--- src/rtl/opnd_route_pkg.sv ---
package opnd_route_pkg;

  localparam int NPIPE     = 3;
  localparam int MAX_UNITS = 32;

  typedef logic [1:0] pipe_t;

  localparam pipe_t PIPE_ALU = 2'd0;
  localparam pipe_t PIPE_SFU = 2'd1;
  localparam pipe_t PIPE_MEM = 2'd2;

  // Lowest set bit of avail inside [lo, lo+cnt); -1 when none (cnt 0 never hits)
  function automatic int pick_lowest(input logic [MAX_UNITS-1:0] avail,
                                     input int lo, input int cnt);
    int r;
    r = -1;
    for (int i = MAX_UNITS - 1; i >= 0; i--) begin
      if (i >= lo && i < lo + cnt && avail[i]) r = i;
    end
    return r;
  endfunction

endpackage

--- src/rtl/opnd_route_unit.sv ---
module opnd_route_unit
  import opnd_route_pkg::*;
#(
  parameter int TAG_W = 6
) (
  input  logic             clk,
  input  logic             rst_n,
  input  logic             alloc,
  input  logic             rel,
  input  pipe_t            dest_in,
  input  logic [TAG_W-1:0] tag_in,
  output logic             busy,
  output pipe_t            dest,
  output logic [TAG_W-1:0] tag
);

  always_ff @(posedge clk) begin
    if (!rst_n) begin
      busy <= 1'b0;
      dest <= PIPE_ALU;
      tag  <= '0;
    end else if (alloc) begin
      busy <= 1'b1;
      dest <= dest_in;
      tag  <= tag_in;
    end else if (rel) begin
      busy <= 1'b0;
    end
  end

  AST_ALLOC_ONLY_FREE: assert property (@(posedge clk) disable iff (!rst_n)
    alloc |-> (!busy || rel));
  AST_BUSY_AFTER_ALLOC: assert property (@(posedge clk) disable iff (!rst_n)
    alloc |=> busy);
  AST_REL_CLEARS: assert property (@(posedge clk) disable iff (!rst_n)
    (rel && busy && !alloc) |=> !busy);
  AST_IDLE_HOLDS: assert property (@(posedge clk) disable iff (!rst_n)
    (!alloc && !rel) |=> $stable(busy) && $stable(tag));

endmodule

--- src/rtl/opnd_route_port.sv ---
module opnd_route_port
  import opnd_route_pkg::*;
#(
  parameter int               NU      = 5,
  parameter logic [NPIPE-1:0] IN_MASK = 3'b001,
  parameter int               PRI_LO  = 0,
  parameter int               PRI_N   = 1,
  parameter int               SEC_LO  = 0,
  parameter int               SEC_N   = 0
) (
  input  logic             clk,
  input  logic             rst_n,
  input  logic [NPIPE-1:0] pend,
  input  logic [NU-1:0]    avail,
  output logic [NU-1:0]    claim,
  output logic [NPIPE-1:0] took,
  output pipe_t            sel_pipe
);

  logic [MAX_UNITS-1:0] avail_w;
  logic                 port_hit;  // an input is being considered this cycle
  int                   pick_idx;

  assign avail_w = MAX_UNITS'(avail);

  always_comb begin
    port_hit = 1'b0;
    sel_pipe = PIPE_ALU;
    pick_idx = -1;
    claim    = '0;
    took     = '0;
    // only the first pending input of this port is ever considered
    for (int p = 0; p < NPIPE; p++) begin
      if (!port_hit && IN_MASK[p] && pend[p]) begin
        port_hit = 1'b1;
        sel_pipe = pipe_t'(p);
      end
    end
    if (port_hit) begin
      pick_idx = pick_lowest(avail_w, PRI_LO, PRI_N);
      if (pick_idx < 0) pick_idx = pick_lowest(avail_w, SEC_LO, SEC_N);
    end
    for (int u = 0; u < NU; u++) begin
      if (pick_idx == u) claim[u] = 1'b1;
    end
    if (pick_idx >= 0) took[sel_pipe] = 1'b1;
  end

  AST_PORT_ONE_UNIT: assert property (@(posedge clk) disable iff (!rst_n)
    $onehot0(claim));
  AST_PORT_ONE_INPUT: assert property (@(posedge clk) disable iff (!rst_n)
    $onehot0(took));
  AST_PORT_FREE_ONLY: assert property (@(posedge clk) disable iff (!rst_n)
    (claim & ~avail) == '0);
  AST_PORT_PENDING_ONLY: assert property (@(posedge clk) disable iff (!rst_n)
    (took & ~(pend & IN_MASK)) == '0);

endmodule

--- src/rtl/opnd_alloc_router.sv ---
module opnd_alloc_router
  import opnd_route_pkg::*;
#(
  parameter int               TAG_W    = 6,
  parameter int               N_ALU    = 2,
  parameter int               N_SFU    = 1,
  parameter int               N_MEM    = 0,
  parameter int               N_GEN    = 2,
  parameter logic [NPIPE-1:0] DED_MASK = 3'b011,
  parameter int               G_PORTS  = 1,
  localparam int              NU       = N_ALU + N_SFU + N_MEM + N_GEN
) (
  input  logic                   clk,
  input  logic                   rst_n,
  input  logic [NPIPE-1:0]       in_valid,
  input  logic [NPIPE*TAG_W-1:0] in_tag,
  input  logic [NU-1:0]          unit_rel,
  output logic [NPIPE-1:0]       in_take,
  output logic [NU-1:0]          unit_claim,
  output logic [NU-1:0]          unit_busy,
  output logic [2*NU-1:0]        unit_dest,
  output logic [TAG_W*NU-1:0]    unit_tag
);

  localparam int LO_ALU = 0;
  localparam int LO_SFU = N_ALU;
  localparam int LO_MEM = N_ALU + N_SFU;
  localparam int LO_GEN = N_ALU + N_SFU + N_MEM;
  localparam int NSTG   = NPIPE + G_PORTS;

  // allocation chain: stage k sees what stages before it left over
  logic [NPIPE-1:0] pend_c  [NSTG+1];
  logic [NU-1:0]    free_c  [NSTG+1];
  logic [NU-1:0]    claim_s [NSTG];
  logic [NPIPE-1:0] took_s  [NSTG];
  pipe_t            sel_s   [NSTG];
  pipe_t            unit_sel [NU];

  assign pend_c[0] = in_valid;
  assign free_c[0] = ~unit_busy | unit_rel;  // releases take effect first

  for (genvar k = 0; k < NPIPE; k++) begin : g_ded
    localparam int OWN_LO = (k == 0) ? LO_ALU : (k == 1) ? LO_SFU : LO_MEM;
    localparam int OWN_N  = (k == 0) ? N_ALU  : (k == 1) ? N_SFU  : N_MEM;
    if (DED_MASK[k]) begin : g_on
      opnd_route_port #(
        .NU(NU), .IN_MASK(NPIPE'(1) << k),
        .PRI_LO(OWN_LO), .PRI_N(OWN_N), .SEC_LO(LO_GEN), .SEC_N(N_GEN)
      ) i_port (
        .clk(clk), .rst_n(rst_n), .pend(pend_c[k]), .avail(free_c[k]),
        .claim(claim_s[k]), .took(took_s[k]), .sel_pipe(sel_s[k])
      );
    end else begin : g_off
      assign claim_s[k] = '0;
      assign took_s[k]  = '0;
      assign sel_s[k]   = PIPE_ALU;
    end
  end

  for (genvar g = 0; g < G_PORTS; g++) begin : g_gen
    opnd_route_port #(
      .NU(NU), .IN_MASK({NPIPE{1'b1}}),
      .PRI_LO(LO_GEN), .PRI_N(N_GEN), .SEC_LO(0), .SEC_N(0)
    ) i_port (
      .clk(clk), .rst_n(rst_n), .pend(pend_c[NPIPE+g]), .avail(free_c[NPIPE+g]),
      .claim(claim_s[NPIPE+g]), .took(took_s[NPIPE+g]), .sel_pipe(sel_s[NPIPE+g])
    );
  end

  for (genvar k = 0; k < NSTG; k++) begin : g_chain
    assign pend_c[k+1] = pend_c[k] & ~took_s[k];
    assign free_c[k+1] = free_c[k] & ~claim_s[k];
  end

  always_comb begin
    unit_claim = '0;
    in_take    = '0;
    for (int u = 0; u < NU; u++) unit_sel[u] = PIPE_ALU;
    for (int k = 0; k < NSTG; k++) begin
      in_take = in_take | took_s[k];
      for (int u = 0; u < NU; u++) begin
        if (claim_s[k][u]) begin
          unit_claim[u] = 1'b1;
          unit_sel[u]   = sel_s[k];
        end
      end
    end
  end

  for (genvar u = 0; u < NU; u++) begin : g_unit
    pipe_t dest_w;
    opnd_route_unit #(.TAG_W(TAG_W)) i_unit (
      .clk(clk), .rst_n(rst_n),
      .alloc(unit_claim[u]), .rel(unit_rel[u]),
      .dest_in(unit_sel[u]),
      .tag_in(in_tag[32'(unit_sel[u])*TAG_W +: TAG_W]),
      .busy(unit_busy[u]), .dest(dest_w), .tag(unit_tag[u*TAG_W +: TAG_W])
    );
    assign unit_dest[2*u +: 2] = dest_w;
  end

  AST_TAKE_NEEDS_VALID: assert property (@(posedge clk) disable iff (!rst_n)
    (in_take & ~in_valid) == '0);
  AST_TAKE_EQ_CLAIM: assert property (@(posedge clk) disable iff (!rst_n)
    $countones(in_take) == $countones(unit_claim));
  AST_NO_REQ_NO_CLAIM: assert property (@(posedge clk) disable iff (!rst_n)
    (in_valid == '0) |-> (unit_claim == '0));
  AST_CLAIM_NOT_HELD: assert property (@(posedge clk) disable iff (!rst_n)
    (unit_claim & unit_busy & ~unit_rel) == '0);

endmodule

--- config.mk ---
export PLATFORM = sky130hd
export DESIGN_NAME = opnd_alloc_router
export DESIGN_NICKNAME = d
export VERILOG_FILES = /design/src/rtl/opnd_route_pkg.sv /design/src/rtl/opnd_route_unit.sv /design/src/rtl/opnd_route_port.sv /design/src/rtl/opnd_alloc_router.sv
export SDC_FILE = /design/constraint.sdc
export NUM_CORES = 1
export LEC_CHECK = 0
export ABC_AREA = 1
export BUFFER_PORTS_ARGS = -buffer_cell sky130_fd_sc_hd__buf_2
export CORE_UTILIZATION = 49
export CTS_CLUSTER_SIZE = 8
export DETAILED_ROUTE_END_ITERATION = 8
export GPL_ROUTABILITY_DRIVEN = 0
export PLACE_DENSITY = 0.79
export SYNTH_ARGS = -nofsm -noshare
export SYNTH_HDL_FRONTEND = slang
export SYNTH_SLANG_ARGS = --single-unit
--- constraint.sdc ---
create_clock -name clk -period 2 [get_ports clk]
set_clock_uncertainty 0.15 [all_clocks]
set_input_delay 0.1 -clock clk [delete_from_list [all_inputs] [get_ports clk]]
set_output_delay 0.1 -clock clk [all_outputs]
set_load 0.01 [all_outputs]
-- Word level (Yosys, flattened, before mapping)
Index checks and enable logic that the tools add are counted.
- word-level logic and storage cells: 156
- input bits: 28
- register bits after elaboration: 45
- shift operators: 5
- bitwise operators: 12
- order comparisons: 10
- muxes and demuxes: 83
- reductions and logical operators: 14
- $mul: 5
- equal/unequal tests: 12
- operators with widths (kind ; count):
    2-to-1 mux 32 bit ; 18
    == test 32 x 3 -> 1 bit (second input constant) ; 6
    == test 32 x 2 -> 1 bit (second input constant) ; 3
    == test 32 x 4 -> 1 bit (second input constant) ; 3
    >= comparator 32 x 1 -> 1 bit (second input constant) ; 3
    logical NOT 32 bit ; 3
    less-than comparator 32 x 1 -> 1 bit (second input constant) ; 3
    variable part select 18 x 6 -> 6 bit ; 5
    2-to-1 mux 1 bit ; 50
    2-to-1 mux 2 bit ; 11
    multiplier 2 x 2 -> 4 bit (second input constant) ; 5
    inverter 5 bit ; 3
    AND 5 bit ; 2
    nonzero test 2 bit ; 5
    AND 3 bit ; 2
    less-than comparator 2 x 3 -> 1 bit (second input constant) ; 2
    2-to-1 mux 3 bit ; 2
    inverter 3 bit ; 2
    OR 3 bit ; 2
    OR 5 bit ; 1
    demux 1 bit (select 2 bit) ; 2
    >= comparator 2 x 1 -> 1 bit (second input constant) ; 2
    logical AND 1 bit ; 4
    logical NOT 1 bit ; 2

-- Longest topological paths before layout
Gate-level depths: netlist of run 1.
- depth after elaboration: 37
- depth in mapped cells: 14
- gate-level depth less buffers: 13

-- Hierarchy
A second synthesis of run 1 with hierarchy kept.
- cell total of the unflattened synthesis: 562
- area total of the unflattened synthesis: 3348.2 um2
- by module, submodules not included (module ; instances ; area an instance (um2) ; cells each ; sequential area each (um2)):
    opnd_alloc_router ; 1 ; 1531.5 ; 314 ; 0.0
    opnd_route_unit ; 5 ; 304.0 ; 38 ; 180.2
    opnd_route_port at g_ded[0].g_on.i_port ; 1 ; 111.4 ; 22 ; 0.0
    opnd_route_port at g_gen[0].i_port ; 1 ; 97.6 ; 19 ; 0.0
    opnd_route_port at g_ded[1].g_on.i_port ; 1 ; 87.6 ; 17 ; 0.0

-- Worst setup path before layout of run 1
Ideal clock, no wire load.
- kind: reg2reg
- start: register g_unit[1].i_unit.busy
- end: register g_unit[4].i_unit.tag[4]
- library setup time: 0.111 ns
- required time: 1.739 ns
- buffers on the path: 1
- stages on the path, launching flop included: 12
- path slack: 0.255 ns
- arrival time: 1.484 ns
- period minus slack after synthesis: 1.745 ns
- cell sequence: dfxtp_1 > nand2_1 > nor2_4 > nand3_2 > nand2_2 > nand3_2 > nand3_4 > nand2_2 > buf_6 > and2_0 > nor2_1 > nor2_1
- longest elaborated chain between the ends: 34
- ends and longest elaborated chain (item ; line ; text):
    start: declaration ; opnd_route_unit.sv:12 ; output logic busy,
    start signal: assignment ; opnd_route_unit.sv:19 ; busy <= 1'b0;
    start signal: assignment ; opnd_route_unit.sv:23 ; busy <= 1'b1;
    start signal: assignment ; opnd_route_unit.sv:27 ; busy <= 1'b0;
    inverter 5 bit (*) ; opnd_alloc_router.sv:40 ; assign free_c[0] = ~unit_busy | unit_rel;
    OR 5 bit (*) ; opnd_alloc_router.sv:40 ;
    2-to-1 mux 32 bit (*) (2 in a row) ; opnd_route_pkg.sv:18 ; if (i >= lo && i < lo + cnt && avail[i]) r = i;
    2-to-1 mux 32 bit (*) ; opnd_route_port.sv:39 ; if (port_hit) begin
    less-than comparator 32 x 1 -> 1 bit ; opnd_route_port.sv:41 ; if (pick_idx < 0) pick_idx = pick_lowest(avail_w, SEC_LO, SEC_N);
    2-to-1 mux 32 bit (*) ; opnd_route_port.sv:41 ;
    2-to-1 mux 32 bit (*) ; opnd_route_port.sv:39 ;
    branches (longest 26 deep; another with less-than comparator 32 x 1 -> 1 bit) ; -- ;
    end signal: assignment ; opnd_route_unit.sv:25 ; tag <= tag_in;
    end: declaration ; opnd_route_unit.sv:14 ; output logic [TAG_W-1:0] tag
Mark *: on every way between the ends. The select of a mux whose other input is x is not followed.
A chain may end at the register's enable or synchronous reset.

-- Worst setup path in the final report of run 1
- start: input port in_valid[1]
- end: output port in_take[2]
- longest elaborated chain between the ends: 22
- ends and longest elaborated chain (item ; line ; text):
    start: declaration ; opnd_alloc_router.sv:15 ; input logic [NPIPE-1:0] in_valid,
    AND 3 bit (*) ; opnd_alloc_router.sv:71 ; assign pend_c[k+1] = pend_c[k] & ~took_s[k];
    branches (longest 20 deep; another with less-than comparator 32 x 1 -> 1 bit) ; -- ;
    OR 3 bit (*) ; opnd_alloc_router.sv:80 ; in_take = in_take | took_s[k];
    end: declaration ; opnd_alloc_router.sv:18 ; output logic [NPIPE-1:0] in_take,
Marked as above.

==> results of run 1 <==
-- through the flow --
step	util (%)	std cells	setup slack (ps)	area, um2	TNS [ps]
floorplan	-	316	255	2210	0
global placement	59.3	431	144	2580	0
detailed placement	59.3	431	99.3	2580	0
CTS	66.6	455	7.81	2900	0
global route	69.4	460	-83.6	3020	-429
finish	69.4	460	32.7	3020	0
-- routing by layer --
metal  part of all wire (%)  up-vias  track usage, %
li1                       -     1179               -
met1                     43     1033            29.9
met2                     48       96            42.1
met3                    8.1       11            7.89
met4                    1.3        0            7.48
met5                      0        -               0
-- cells in the mapped netlist, drive strengths merged --
library cell and instances:
nand2 67, and2 1, a21oi 25, nand3b 12, nand3 23, nor2 51, nand4 2, o21ai 26
conb 1, inv 30, a21boi 6, clkbuf 6, dfxtp 43, buf 19, a31oi 3
-- kinds of logic (layout without fill, tap and decap cells) --
| group | count (synthesis) | after routing | synth area share [%] |
|---|---|---|---|
| AO/OA/AOI/OAI | 60 | 60 | 15.9 |
| buffers and inverters | 55 | 147 | 12.4 |
| flip-flops | 43 | 43 | 39.0 |
| other | 1 | 2 | 0.170 |
| AND/OR/NAND/NOR | 156 | 156 | 32.6 |
-- state kept, by name, indices dropped and copies added (netlist names) --
| register | flops |
|---|---|
| g_unit.i_unit.dest | 8 |
| g_unit.i_unit.busy | 5 |
| g_unit.i_unit.tag | 30 |
-- layout make-up --
type                            count  area, um2  area share, %
Tap cell                           52       65.1           2.15
Timing Repair Buffer              109        674           22.3
Clock buffer                        6       82.6           2.73
Inverter                           30        115           3.81
Clock inverter                      2       35.0           1.16
Multi-Input combinational cell    218       1180           39.2
Sequential cell                    43        865           28.6
-- critical path: stages --
cell	delay (ps)
dlygate4sd3_1	530
buf_2	140
nand2_1	110
inv_1	110
nor2_2	190
buf_4	220
nand2_4	80
nand2_1	90
buf_2	140
-- worst max-delay path by stage --
stage / slack, ps / to / from
after floorplan: 250 / g_unit[4].i_unit.tag[4]$_SDFFE_PN0P_ / g_unit[1].i_unit.busy$_SDFFE_PN0P_
after global placement: 140 / g_unit[4].i_unit.tag[3]$_SDFFE_PN0P_ / g_unit[0].i_unit.busy$_SDFFE_PN0P_
after detailed placement: 100 / g_unit[4].i_unit.tag[0]$_SDFFE_PN0P_ / g_unit[0].i_unit.busy$_SDFFE_PN0P_
after CTS: 8 / unit_claim[3] / g_unit[0].i_unit.busy$_SDFFE_PN0P_
after global routing: -80 / unit_claim[4] / g_unit[2].i_unit.busy$_SDFFE_PN0P_
final: 30 / in_take[2] / in_valid[1]
-- power by group through the flow --
stage               clock network (mW)  registers, mW  logic, mW
finish                           0.698          0.935      0.441
floorplan                            0          0.976      0.225
CTS                              0.709          0.934      0.408
global route                     0.742          0.941      0.486
detailed placement                   0          0.953      0.374
global placement                     0          0.952      0.371
-- timing repair --
item / CTS / global route
endpoints found under the hold margin: 19 / 1
hold buffers: 14 / 1
gates resized for setup: 10 / 22
buffers inserted: 2 / 4
endpoints found under the setup margin: 2 / 16
pin swaps: 3 / 8
==> summary.md, run 1 <==
| Metric | Value |
|---|---|
| Die area | `roughly 0.0048 mm2` |
| Final-report hold violation count | `0` |
| Synth Warn # | `0` |
| DPL Wire Length | `about 4100 um` |
| Clock buffer depth | `2` |
| H-tree depth | `2` |
| FF-to-FF setup slack | `90 ps` |
| Max-cap violations | `0` |
| Post-synth top area cell | `dfxtp_1` |
| Critical path endpoint category | `output port` |
| Reg-to-Reg Start | `g_unit[2].i_unit.busy$_SDFFE_PN0P_` |
| Via/cell ratio | `approximately 5.0` |
| Starting Density | `between 50% and 60%` |
| Filler cell count | `360` |
| Root Buffer | `clkbuf_8` |
| Hold EP | `g_unit[3].i_unit.tag[5]$_SDFFE_PN0P_` |
| Worst Hold Class | `in2reg` |
| Crit path kind | `in2out` |
| Number of global-route vias before repair | `around 2100` |
| Post-Syn Area | `0.00221 mm2` |
| Reg power frac | `between 40% and 50%` |
| Leakage | `1.52 nW` |
| Post-synthesis sequential area ratio | `between 30 and 40%` |
| TritonCTS clock tree | `done` |
| Most frequent cells in the layout | `buf_2 (77), nand2_1 (58), nor2_1 (42)` |
| Crit Path Max Fanout | `13` |
| Status | `complete, no violations` |
| RSZ-0062 raised after global routing | `true` |
| R2r endpoint | `g_unit[4].i_unit.tag[2]$_SDFFE_PN0P_` |
| Largest cells by area after synthesis | `dfxtp_1 (39%), nand2_1 (11%), nor2_1 (8.2%), o21ai_0 (5.7%), a21oi_1 (5.4%)` |
| Path depth of the worst reg2reg path | `12` |
| GRT Overall Usage | `around a quarter` |
| Layout cells sized above 1 | `32.8%` |
| Number of diodes | `0` |
| Hold WS | `8.79 ps` |
| Starting DRC count in detailed routing | `between 100 and 150` |
| Initial antenna violation count | `0` |
| Fin. max-slew vios | `0` |
| Final setup fails | `0` |
| Total number of vias | `between 2000 and 2500` |
| Yosys reg bits | `43` |
| Crit path required time | `1750 ps` |
| Most common cell after layout, fill and taps aside | `buf_2` |
| Pre-antenna DRT Iters | `4` |
| Sw Ratio | `around 28%` |
| Worst Tran Pin Value | `slightly above 700 ps` |
| Hold Crit Depth | `5` |
| Rel. slew slack | `between 50% and 60%` |
| Final cycle utilization of the critical path | `a little over nine tenths` |
| Crit path launch type | `input port` |
| Internal power | `between 1.5 and 2 mW` |
| Clock power frac | `33.7%` |
| Fmax achieved | `~510 MHz` |
| Nets | `between 400 and 500` |
| Total Wirelength | `between 6000 and 7000 um` |
| Power share of the combinational group | `21.3%` |
| Num CTS Buffers | `5` |
| Peak supply drop | `496 uV` |
| Clock transition at path regs | `~80 ps` |
| Pin count of the biggest net entering global routing | `20` |
| Syn Inst Count | `315` |
| First-pass GRT wire length | `about 9400 um` |
| Core Box Area | `0.00435 mm2` |
| Worst skew pair latency | `300 ps` |
| Synth cell types | `27` |
| Total Power | `between 2 and 2.5 mW` |
| Time the worst path needs with I/O delays and setup | `roughly 2000 ps` |
| Post-synth top area share | `about two fifths` |
| Critical Path AT | `about 1700 ps` |
| Avg Cell Area, Syn | `between 7 and 8 um2` |
| Area growth, synth to finish | `36.7%` |
| I/O pin count | `between 80 and 90` |
| Drt wl/cell | `~13 um` |
| Drc violations | `0` |
| Row Count | `24` |
| Psw | `between 500 and 600 uW` |
| Clk sinks | `43` |
| PwrDens | `slightly below 700 mW/mm2` |
| I/O Buffers | `78` |
| DIE WIDTH | `between 60 and 70 um` |
| Total congestion overflow | `0` |
| Routed Antenna Nets | `0` |
| Die height | `slightly below 70 um` |
| Hold path start | `in_tag[17]` |
No activity file was read; power rests on OpenSTA's default activity.
==> run 2: changes to the inputs <==
--- a/config.mk
+++ b/config.mk
@@ -7,11 +7,12 @@
 export LEC_CHECK = 0
 export ABC_AREA = 1
 export BUFFER_PORTS_ARGS = -buffer_cell sky130_fd_sc_hd__buf_2
-export CORE_UTILIZATION = 49
+export CORE_UTILIZATION = 44
+export CTS_CLUSTER_DIAMETER = 40
 export CTS_CLUSTER_SIZE = 8
 export DETAILED_ROUTE_END_ITERATION = 8
 export GPL_ROUTABILITY_DRIVEN = 0
-export PLACE_DENSITY = 0.79
+export PLACE_DENSITY = 0.75
 export SYNTH_ARGS = -nofsm -noshare
 export SYNTH_HDL_FRONTEND = slang
 export SYNTH_SLANG_ARGS = --single-unit
==> constraint.sdc (replaced) <==
create_clock -name clk -period 1.8 [get_ports clk]
set_clock_uncertainty 0.15 [all_clocks]
set_input_delay 0.09 -clock clk [delete_from_list [all_inputs] [get_ports clk]]
set_output_delay 0.09 -clock clk [all_outputs]
set_load 0.01 [all_outputs]
==> run 2 against run 1 <==
Compared with the run above: flip-flop and latch count stayed put; critical path depth grew 1; register-to-register slack lost 140 ps; the run now ends with negative setup slack left; total power rose by 19%; largest power group unchanged; largest cell class unchanged; final area up 8.1%; cell count grew 7.8%; clock power rose by 28%; clock-buffer cell count is 1 lower; die area rose by 11%; sequential power is 11% higher; wire length increased by 10%; global-route usage fell by 0.14 points.
==> summary.md, run 2 (same netlist as run 1, synthesis figures left out) <==
| Metric | Value |
|---|---|
| Critical path endpoint category | `output port (unchanged)` |
| Clk sinks | `43 (unchanged)` |
| Starting DRC count in detailed routing | `156 (was 131)` |
| Sw Ratio | `27.1% (was 27.6%)` |
| Die height | `72.9 um (was 69.2 um)` |
| I/O Buffers | `78 (unchanged)` |
| Total Wirelength | `6650 um (was 6030 um)` |
| GRT Overall Usage | `24.7% (was 24.8%)` |
| Pre-antenna DRT Iters | `5 (was 4)` |
| Final non-filler cell total | `496 (was 460)` |
| Routed Antenna Nets | `0 (unchanged)` |
| Crit path max-delay cell type | `dfxtp_1 (was dlygate4sd3_1)` |
| Fin. max-slew vios | `0 (unchanged)` |
| CP Cell Sequence | `inv_1 > nor2_4 > nand2_1 > inv_2 > nor2_1 > buf_6 > nand2_4 > buf_6 > nand2_2 > buf_6 (was dlygate4sd3_1 > buf_2 > nand2_1 > inv_1 > nor2_2 > buf_4 > nand2_4 > nand2_1 > buf_2)` |
| Peak supply drop | `537 uV (was 496 uV)` |
| RSZ-0062 raised after global routing | `true (unchanged)` |
| PwrDens | `755 mW/mm2 (was 686 mW/mm2)` |
| Area growth, synth to finish | `47.8% (was 36.7%)` |
| Register Area | `871 um2 (was 865 um2)` |
| Internal power | `1.80 mW (was 1.50 mW)` |
| Final setup fails | `17 (was 0)` |
| Post-DP Area | `0.00267 mm2 (was 0.00258 mm2)` |
| Leakage | `1.64 nW (was 1.52 nW)` |
| Core Box Area | `0.00479 mm2 (was 0.00435 mm2)` |
| TritonCTS clock tree | `done (unchanged)` |
| Total number of vias | `2484 (was 2319)` |
| Clock transition at path regs | `80 ps (about the same)` |
| Clock buffer depth | `2 (unchanged)` |
| Failing checks | `negative setup slack` |
| Largest regs | `g_unit.i_unit.tag: 30 flops, g_unit.i_unit.dest: 8 flops, g_unit.i_unit.busy: 5 flops (unchanged)` |
| Num CTS Buffers | `5 (unchanged)` |
| Clock power frac | `36.3% (was 33.7%)` |
| Final-report hold violation count | `0 (unchanged)` |
| Crit Path Max Fanout | `13 (unchanged)` |
| Final WS setup | `-144 ps (was 32.7 ps)` |
| Most frequent cells in the layout | `buf_2 (75), nand2_1 (58), nor2_1 (42) (was buf_2 (77), nand2_1 (58), nor2_1 (42))` |
| Starting Density | `46.2% (was 50.7%)` |
| Worst path buffer plus inverter count | `5 (unchanged)` |
| First-pass GRT wire length | `10000 um (was 9380 um)` |
| Number of diodes | `0 (unchanged)` |
| Max-cap violations | `0 (unchanged)` |
| Filler cell count | `370 (was 360)` |
| Crit path top cell by count | `buf_6` |
| Worst Hold Class | `in2reg (unchanged)` |
| Max stage delay on crit path | `320 ps (was 530 ps)` |
| # placed instances | `455 (was 431)` |
| Total congestion overflow | `0 (unchanged)` |
| Largest Register | `g_unit.i_unit.tag (unchanged)` |
| Hold WS | `7.68 ps (was 8.79 ps)` |
| Fmax achieved | `between 500 and 600 MHz` |
| Max reg flops | `30 (unchanged)` |
| Status | `finished, violations left (was complete, no violations)` |
| Initial antenna violation count | `0 (unchanged)` |
| Most common cell after layout, fill and taps aside | `buf_2 (unchanged)` |
| Number of global-route vias before repair | `2228 (was 2117)` |
| Fin area | `0.00327 mm2 (was 0.00302 mm2)` |
| Final cycle utilization of the critical path | `108%` |
| Fin Setup TNS | `-584 ps (was 0 ps)` |
| Reg power frac | `42.2% (was 45.1%)` |
| DIE WIDTH | `72.9 um (was 69.2 um)` |
| Crit path max-delay family | `buffers and inverters (unchanged)` |
| I/O pin count | `81 (unchanged)` |
| Pin count of the biggest net entering global routing | `24 (was 20)` |
| Power share of the combinational group | `21.5% (was 21.3%)` |
| Worst skew pair latency | `290 ps (was 300 ps)` |
| Drt wl/cell | `13.4 um (was 13.1 um)` |
| Nets | `456 (was 435)` |
| Crit path required time | `1560 ps (was 1750 ps)` |
| H-tree depth | `2 (unchanged)` |
| Area occupied by multi-input gates | `0.00118 mm2 (about the same)` |
| Drc violations | `0 (unchanged)` |
| Critical Path AT | `1700 ps (was 1720 ps)` |
| Root Buffer | `clkbuf_8 (unchanged)` |
| Die area | `0.00531 mm2 (was 0.00478 mm2)` |
| DPL Wire Length | `4320 um (was 4130 um)` |
| Row Count | `25 (was 24)` |
| Layout cells sized above 1 | `37.5% (was 32.8%)` |
| Via/cell ratio | `5.01 (was 5.04)` |
| Time the worst path needs with I/O delays and setup | `approximately 2000 ps` |
| Psw | `668 uW (was 573 uW)` |
| Crit path launch type | `flip-flop (was input port)` |
| Crit path kind | `reg2out (was in2out)` |
run 2: changes by cell type in the layout (fill, tap and decap cells not counted), moves of 2 or more:
cell           delta
buf_4            +13
buf_6             +8
inv_1             -6
inv_2             +5
buf_2             -2
clkinvlp_4        +2
dfxtp_4           +2
dlygate4sd3_1     +2
nand2_4           +2
nand2_8           -2
run 2: through the flow:
step / util [%] / setup slack [ps] / power, mW
finish: 68.2 / -144 / 2.46
global route: 68.2 / -216 / 2.57
CTS: 65.2 / -121 / 2.44
detailed placement: 55.8 / -20.0 / 1.49
global placement: 55.8 / 42.1 / 1.48
floorplan: - / 54.6 / 1.33
run 2: power groups by stage:
stage | registers, mW | clock network, mW | logic [mW]
after floorplan | 1.08 | 0 | 0.250
after CTS | 1.04 | 0.910 | 0.491
after global routing | 1.05 | 0.942 | 0.581
after global placement | 1.06 | 0 | 0.423
final | 1.04 | 0.894 | 0.530
after detailed placement | 1.06 | 0 | 0.425
run 2: worst paths after layout:
kind                                               from                               endpoint  slack, ps  cells after the start
hold reg to reg   g_unit[0].i_unit.dest[0]$_SDFFE_PN0P_  g_unit[0].i_unit.dest[0]$_SDFFE_PN0P_        290                      2
setup / recovery     g_unit[2].i_unit.busy$_SDFFE_PN0P_                             in_take[2]       -140                     10
setup reg to reg     g_unit[2].i_unit.busy$_SDFFE_PN0P_   g_unit[4].i_unit.tag[1]$_SDFFE_PN0P_        -50                     12
hold / removal                               in_tag[17]   g_unit[4].i_unit.tag[5]$_SDFFE_PN0P_          8                      5
run 2: cell type report:
cell class | instances | share of cell area [%]
multi-input cells | 218 | 36.2
repair buffers | 130 | 26.7
flip-flops and latches | 43 | 26.7
inverters | 30 | 3.64
well taps | 67 | 2.57
clock buffers | 5 | 2.11
clock inverters | 3 | 2.07
run 2: repair_timing:
| item | 4_1_cts | 5_1_grt |
|---|---|---|
| endpoints found under the setup margin | 11 | 23 |
| hold buffers | 17 | 0 |
| setup buffers | 9 | 7 |
| endpoints found under the hold margin | 25 | 0 |
| resized for setup | 21 | 30 |
| pin swaps | 11 | 18 |
run 2: worst min-delay path, stage by stage:
cell	delay, ps
buf_2	100
nand3_1	70
nand2_1	60
nor2_1	40
nor2_1	60
run 2: layer usage:
layer  up-vias  global-route usage [%]  part of all wire, %
met5         -                       0                    0
met2       117                    42.3                   47
met4         0                    8.93                  2.5
met3        19                    6.49                  8.8
li1       1227                       -                    -
met1      1121                    29.8                   41
